==> src/rtl/cag_pkg.sv <==
package cag_pkg;

  localparam int NSRC = 2;

  typedef enum int {
    SRC_CFG = 0,
    SRC_WP  = 1
  } src_e;

  typedef struct packed {
    logic unused;
    logic chan;
    logic tbuf;
    logic ctrl;
    logic clr_cfg;
    logic clr_wp;
  } hit_t;

  function automatic logic in_span(input int a, input int lo, input int hi);
    return (a >= lo) && (a <= hi);
  endfunction

endpackage

==> src/rtl/cag_decode.sv <==
module cag_decode
  import cag_pkg::*;
#(
  parameter int NCH          = 2,
  parameter int ADDR_W       = 12,
  parameter int CTRL_ADDR    = 'h000,
  parameter int CLR_CFG_ADDR = 'h004,
  parameter int CLR_WP_ADDR  = 'h008,
  parameter int UNUSED_LO    = 'h010,
  parameter int UNUSED_HI    = 'h0FF,
  parameter int CH_BASE      = 'h100,
  parameter int CH_STRIDE    = 'h100,
  parameter int CH_SIZE      = 'h100,
  parameter int TBUF_LO      = 'h300,
  parameter int TBUF_HI      = 'h37F
) (
  input  logic [ADDR_W-1:0] addr,
  output hit_t              hit
);

  int a_i;
  logic [NCH-1:0] ch_hit;

  assign a_i = int'(addr);

  // one window comparator per channel
  generate
    for (genvar g = 0; g < NCH; g++) begin : g_ch
      localparam int LO = CH_BASE + g * CH_STRIDE;
      localparam int HI = LO + CH_SIZE - 1;
      assign ch_hit[g] = in_span(a_i, LO, HI);
    end
  endgenerate

  always_comb begin
    hit         = '0;
    hit.unused  = in_span(a_i, UNUSED_LO, UNUSED_HI);
    hit.chan    = |ch_hit;
    hit.tbuf    = in_span(a_i, TBUF_LO, TBUF_HI);
    hit.ctrl    = (a_i == CTRL_ADDR);
    hit.clr_cfg = (a_i == CLR_CFG_ADDR);
    hit.clr_wp  = (a_i == CLR_WP_ADDR);
  end

endmodule

==> src/rtl/cag_rules.sv <==
module cag_rules
  import cag_pkg::*;
#(
  parameter int NCH = 2
) (
  input  hit_t           hit,
  input  logic           rd,
  input  logic           wr,
  input  logic           wbit,
  input  logic           op_mode,
  input  logic           fsd_en,
  input  logic [NCH-1:0] chan_init,
  output logic           viol_cfg,
  output logic           viol_wp,
  output logic           clr_cfg,
  output logic           clr_wp,
  output logic           op_load,
  output logic           op_val
);

  logic all_ready;
  logic clr_try;
  logic refuse;

  always_comb begin
    all_ready = &chan_init;
    clr_try   = wr & hit.ctrl & ~wbit & op_mode;
    refuse    = clr_try & ~fsd_en & ~all_ready;

    viol_cfg  = ((rd | wr) & hit.unused) | refuse;
    viol_wp   = wr & ((hit.chan & ~op_mode) | (hit.tbuf & op_mode));

    clr_cfg   = wr & hit.clr_cfg & wbit;
    clr_wp    = wr & hit.clr_wp & wbit;

    op_load   = wr & hit.ctrl & ~refuse;
    op_val    = wbit;
  end

endmodule

==> src/rtl/cag_flag.sv <==
module cag_flag (
  input  logic clk,
  input  logic rst,
  input  logic set,
  input  logic clr,
  output logic pend,
  output logic irq
);

  always_ff @(posedge clk) begin
    if (rst) begin
      pend <= 1'b0;
      irq  <= 1'b0;
    end else begin
      pend <= set | (pend & ~clr);
      irq  <= set;
    end
  end

endmodule

==> src/rtl/canbus_access_guard.sv <==
module canbus_access_guard
  import cag_pkg::*;
#(
  parameter int NCH          = 2,
  parameter int ADDR_W       = 12,
  parameter int CTRL_ADDR    = 'h000,
  parameter int CLR_CFG_ADDR = 'h004,
  parameter int CLR_WP_ADDR  = 'h008,
  parameter int UNUSED_LO    = 'h010,
  parameter int UNUSED_HI    = 'h0FF,
  parameter int CH_BASE      = 'h100,
  parameter int CH_STRIDE    = 'h100,
  parameter int CH_SIZE      = 'h100,
  parameter int TBUF_LO      = 'h300,
  parameter int TBUF_HI      = 'h37F
) (
  input  logic              clk,
  input  logic              rst,
  input  logic [ADDR_W-1:0] bus_addr,
  input  logic              bus_rd,
  input  logic              bus_wr,
  input  logic              bus_wbit,
  input  logic              fsd_en,
  input  logic [NCH-1:0]    chan_init,
  output logic              op_mode,
  output logic              pend_cfg,
  output logic              pend_wp,
  output logic              irq_cfg,
  output logic              irq_wp
);

  hit_t hit;
  logic viol_cfg, viol_wp, clr_cfg, clr_wp, op_load, op_val;
  logic [NSRC-1:0] set_v, clr_v, pend_v, irq_v;

  cag_decode #(
    .NCH(NCH), .ADDR_W(ADDR_W), .CTRL_ADDR(CTRL_ADDR),
    .CLR_CFG_ADDR(CLR_CFG_ADDR), .CLR_WP_ADDR(CLR_WP_ADDR),
    .UNUSED_LO(UNUSED_LO), .UNUSED_HI(UNUSED_HI),
    .CH_BASE(CH_BASE), .CH_STRIDE(CH_STRIDE), .CH_SIZE(CH_SIZE),
    .TBUF_LO(TBUF_LO), .TBUF_HI(TBUF_HI)
  ) u_decode (
    .addr(bus_addr),
    .hit (hit)
  );

  cag_rules #(.NCH(NCH)) u_rules (
    .hit      (hit),
    .rd       (bus_rd),
    .wr       (bus_wr),
    .wbit     (bus_wbit),
    .op_mode  (op_mode),
    .fsd_en   (fsd_en),
    .chan_init(chan_init),
    .viol_cfg (viol_cfg),
    .viol_wp  (viol_wp),
    .clr_cfg  (clr_cfg),
    .clr_wp   (clr_wp),
    .op_load  (op_load),
    .op_val   (op_val)
  );

  // global operation-mode bit
  always_ff @(posedge clk) begin
    if (rst)          op_mode <= 1'b0;
    else if (op_load) op_mode <= op_val;
  end

  always_comb begin
    set_v          = '0;
    clr_v          = '0;
    set_v[SRC_CFG] = viol_cfg;
    set_v[SRC_WP]  = viol_wp;
    clr_v[SRC_CFG] = clr_cfg;
    clr_v[SRC_WP]  = clr_wp;
  end

  generate
    for (genvar s = 0; s < NSRC; s++) begin : g_src
      cag_flag u_flag (
        .clk (clk),
        .rst (rst),
        .set (set_v[s]),
        .clr (clr_v[s]),
        .pend(pend_v[s]),
        .irq (irq_v[s])
      );
    end
  endgenerate

  assign pend_cfg = pend_v[SRC_CFG];
  assign pend_wp  = pend_v[SRC_WP];
  assign irq_cfg  = irq_v[SRC_CFG];
  assign irq_wp   = irq_v[SRC_WP];

endmodule

==> config.mk <==
export PLATFORM = sky130hd
export DESIGN_NAME = canbus_access_guard
export DESIGN_NICKNAME = d
export VERILOG_FILES = /design/src/rtl/cag_pkg.sv /design/src/rtl/cag_decode.sv /design/src/rtl/cag_rules.sv /design/src/rtl/cag_flag.sv /design/src/rtl/canbus_access_guard.sv
export SDC_FILE = /design/constraint.sdc
export NUM_CORES = 1
export LEC_CHECK = 0
export CORE_AREA = 2 2 39 41
export CTS_CLUSTER_DIAMETER = 50
export DETAILED_ROUTE_END_ITERATION = 7
export DIE_AREA = 0 0 41 43
export PLACE_DENSITY = 0.64
export REMOVE_ABC_BUFFERS = 1
export SYNTH_ARGS = -nofsm -noshare
export SYNTH_HDL_FRONTEND = slang
export SYNTH_SLANG_ARGS = --single-unit
==> constraint.sdc <==
create_clock -name clk -period 1.9 [get_ports clk]
set_input_delay 0.38 -clock clk [delete_from_list [all_inputs] [get_ports clk]]
set_output_delay 0.38 -clock clk [all_outputs]
set_load 0.01 [all_outputs]
# [Word-level counts from Yosys, hierarchy flattened]
# Cells that the tools add are included.
[totals] output_inout_bits=5 romBits=0 ramBits=0 latchBits=0 input_bits=20 regBits=5 n_memories=0
[op_classes] mul=0 n_eq_ne=2 div_mod_pow=0 bitwise=28 addsub=0 n_reduce_logical=7 muxes=0 shift=0 magnitude_cmp=8
[op_table] cell="$logic_not A32 Y1" n=1
[op_table] cell="$ge A12 B10 Y1 const B" n=2
[op_table] cell="$le A12 B10 Y1 const B" n=2
[op_table] cell="$and A1 B1 Y1" n=16
[op_table] cell="$eq A12 B4 Y1 const B" n=1
[op_table] cell="$eq A12 B5 Y1 const B" n=1
[op_table] cell="$ge A12 B5 Y1 const B" n=1
[op_table] cell="$ge A12 B9 Y1 const B" n=1
[op_table] cell="$le A12 B8 Y1 const B" n=1
[op_table] cell="$le A12 B9 Y1 const B" n=1
[op_table] cell="$not A1 Y1" n=7
[op_table] cell="$or A1 B1 Y1" n=5
[op_table] cell="$logic_and A1 B1 Y1" n=4
[op_table] cell="$reduce_and A2 Y1" n=1
[op_table] cell="$reduce_or A2 Y1" n=1

# [Depth between registers and ports, before layout]
# Gate-level depths: netlist of the first run.
[depth] word_depth=8 mapped_depth=4 depth_no_buf=4

# [Cells and area by module]
# From an unflattened synthesis of the first run, not the netlist that was laid out.
[hier_totals] cells_unflattened=39 area_unflattened_um2=351.6
[modules_own_cells] mod="cag_flag" seq_area_each_um2=40.0 cells_each=6 n_inst=2 area_each_um2=62.6
[modules_own_cells] mod="cag_decode" seq_area_each_um2=0.0 cells_each=13 n_inst=1 area_each_um2=110.1
[modules_own_cells] mod="cag_rules" seq_area_each_um2=0.0 cells_each=11 n_inst=1 area_each_um2=82.6
[modules_own_cells] mod="canbus_access_guard" seq_area_each_um2=20.0 cells_each=3 n_inst=1 area_each_um2=33.8

# [Worst setup path before layout of the first run]
# OpenSTA, ideal clock, no wires.
[synth_timing] path_kind="input port to flip-flop" from="input bus_addr[7]" to="register op_mode" t_arrival_ns=1.476 setup_slack_ns=0.344 stages=4 cell_sequence="or4_4 nor4_4 nor2_1 a211oi_2"
[synth_between] elab_chain_len=8
[synth_rtl] item="start: declaration" line_no="canbus_access_guard.sv:19" text="input logic [ADDR_W-1:0] bus_addr,"
[synth_rtl] item="$logic_not A32 Y1 *" line_no="cag_decode.sv:40" text="hit.ctrl = (a_i == CTRL_ADDR);"
[synth_rtl] item="$and A1 B1 Y1 *" line_no="cag_rules.sv:27, cag_rules.sv:36"
[synth_rtl] item="$and A1 B1 Y1 (2 in a row)" line_no="cag_rules.sv:27" text="clr_try = wr & hit.ctrl & ~wbit & op_mode;"
[synth_rtl] item="$and A1 B1 Y1 (2 in a row)" line_no="cag_rules.sv:28" text="refuse = clr_try & ~fsd_en & ~all_ready;"
[synth_rtl] item="$not A1 Y1" line_no="cag_rules.sv:36" text="op_load = wr & hit.ctrl & ~refuse;"
[synth_rtl] item="$and A1 B1 Y1 *" line_no="cag_rules.sv:36"
[synth_rtl] item="end signal: assignment" line_no="canbus_access_guard.sv:66" text="else if (op_load) op_mode <= op_val;"
[synth_rtl] item="end: declaration" line_no="canbus_access_guard.sv:25" text="output logic op_mode,"
# Every way passes the cells marked *; elsewhere a longest branch is shown, timed or not.
# A chain may end at the register's enable or synchronous reset.

# [Worst setup path in the final report of the first run]
# Ends and elaborated chain as after synthesis.

==> metrics.cfg, run 1 <==
[global_route]
grt_max_degree=6
grt_pass1_vias=384
grt_pass1_wl_mm=1.49
overflow=0
antenna_found_initial=0
grt_usage_pct=12.3

[pwr]
p_leak_nw=0.245
pwr_density_cell_nw_per_um2=473
switching_share_pct=22.7
switchingPower_w=0.0000716
power.share.clock_pct=39.6
power_w=0.000316
power_frac_seq_pct=34.4
p_int_w=0.000244
ir_drop_uv=183
p_comb_share_pct=26.0

[sta]
drv_slew=0
final-setup-viol-count=0
worst-slew-pin-transition_ps=348
min_period_ps=1790
rsz0062_at_grt=false
skew_ps=3.35
hold_viol_final=0
clock.fmax_mhz=560
holdWs_ps=485
relSlewSlack_pct=76.6
timing.final.crit_share_pct=94.0

[routing]
met2_length_um=397
met3_length_um=65
ant_nets=0
wire_per_inst_um=9.84
wl_met1_um=373
drc=0
top_layer=met4
drt_iter0_markers=7
vias=420
drt-total-wl_um=856
vias_per_cell=4.83
first_pass_iters=4

[cts]
ctsResizeCount=0
h-tree-depth=1
cts.sinks=5
cts_tree=yes
post_cts_buffers=0
clk-insertion-delay-late_ps=250
path_clk_slew_ps=40
numCtsBuffers=3
postCtsHoldBufs=0
cts_root_buf=clkbuf_4
cts_max_path_buffers=2

[layout]
drive_gt1_share_pct=25.4
finalNetCount=92
finalInstanceArea_sq_um=667
diodes=0
syn_to_final_growth_pct=113
instances_no_fill=87
mostFrequentLayoutCells=clkdlybuf4s50_1, buf_4, dfxtp_1, nor2_1
final_common_cell=clkdlybuf4s50_1

[flow_run]
maxCapViolations=0

[floorplanning]
core_area_sq_um=1380
die_area_sq_um=1760
fp.dieW_um=41
placementRows=14
io_pins=25
initial_utilization_pct=22.6
chipHeight_um=43

[place]
dpl_cell_area_sq_um=641
detailedPlacementHpwl_um=731
dp_cells=83
gp_congestion=0.727
port_buffers=24

[synth]
syn-mean-instance-area_sq_um=9.20
synth.area.top_cells=dfxtp_1, or4_4, nor4_4
synthDistinctLibCells=23
synth_top_area_share_pct=32.0
netlist_area_sq_um=313
synth_cells=34
synth_top_area_cell=dfxtp_1
ys_seq_elements=5
yosysWarningCount=0
yosysSeqAreaShare_pct=32.0

[critical_path]
critPathLaunch=bus_addr[7]
crit_path_start_kind=primary input
path_cells=clkdlybuf4s50_1, or4_4, nor4_4, nor2_1, a211oi_2
slowest_delay_ps=590
path_max_fanout=5
crit_arrival_ps=1950
crit_required_ps=2070
timing.rr.start=op_mode$_SDFFE_PP0P_
slowest_stage=or4_4
setup.worst_path.class=primary input to register
worstSetupEndpointType=register

[status]
run_status=complete, no violations

[worst_hold_path]
hp-start=g_src[1].u_flag.pend$_SDFF_PP0_
hold_path.class=register to register

## sequential cells by signal, indices dropped and copies added (netlist names)
register,count
g_src.u_flag.pend,2
g_src.u_flag.irq,2
op_mode,1
## power by group through the flow
stage	registers [W]	clock network, W	logic, W
after floorplan	0.000112	0	0.0000151
after global placement	0.000110	0	0.0000824
after detailed placement	0.000110	0	0.0000825
after CTS	0.000109	0.000129	0.0000828
after global routing	0.000109	0.000133	0.0000899
final	0.000109	0.000125	0.0000822
## area by class of cell
cell class	count	area [sq um]
Fill cell	145	717
Timing Repair Buffer	33	308
Multi-Input combinational cell	26	201
Sequential cell	5	100
Clock buffer	4	26.3
Tap cell	16	20.0
Inverter	3	11.3
## metal layers
| metal | global-route usage [%] | up-vias |
|---|---|---|
| met1 | 15.0 | 189 |
| li1 | - | 210 |
| met3 | 3.14 | 3 |
| met5 | 0 | - |
| met2 | 18.1 | 18 |
| met4 | 8.00 | 0 |
## cells by family after synthesis
group / synth area share, %
XOR/XNOR: 2.80
AND/OR/NAND/NOR: 43.6
buffers and inverters: 3.60
AO/OA/AOI/OAI: 18.0
flip-flops: 32.0
## path summary, 6_finish.rpt
path         cells past startpoint                               to  slack, ps
min                              1  g_src[1].u_flag.pend$_SDFF_PP0_        480
min reg2reg                      1  g_src[1].u_flag.pend$_SDFF_PP0_        480
max                              5             op_mode$_SDFFE_PP0P_        110
max reg2reg                      4  g_src[0].u_flag.pend$_SDFF_PP0_        620
## synthesized netlist by cell type, drive strengths merged
cell type / count
nor3: 3
or4b: 1
dfxtp: 5
inv: 3
xnor2: 1
a31oi: 1
nand3: 1
nand4: 1
and4: 1
a211oi: 2
or4: 2
nand2: 1
nor4b: 1
nor2: 4
nor4: 2
o32ai: 1
o21a: 1
o21ai: 1
a31o: 1
nand4b: 1
## worst max-delay path, delay by kind of cell
kind | cells | cell delay, ps
AND/OR/NAND/NOR | 3 | 980
buffers and inverters | 1 | 410
AO/OA/AOI/OAI | 1 | 180
## stage by stage
step           setup TNS, ps  util, %  worst slack (ps)
3_5_place_dp            -366     46.3              -134
3_3_place_gp            -314     46.3              -109
6_report                   0     48.2               114
5_1_grt                    0     48.2              27.7
4_1_cts                    0     48.2               121
2_1_floorplan              0        -               344
Power figures use the tool's default switching activity.
==> run 2, diff against run 1 <==
- TNS_END_PERCENT: default -> 5
==> results of run 2 <==
No change in the layout: final DEF, timing and power equal those of run 1.
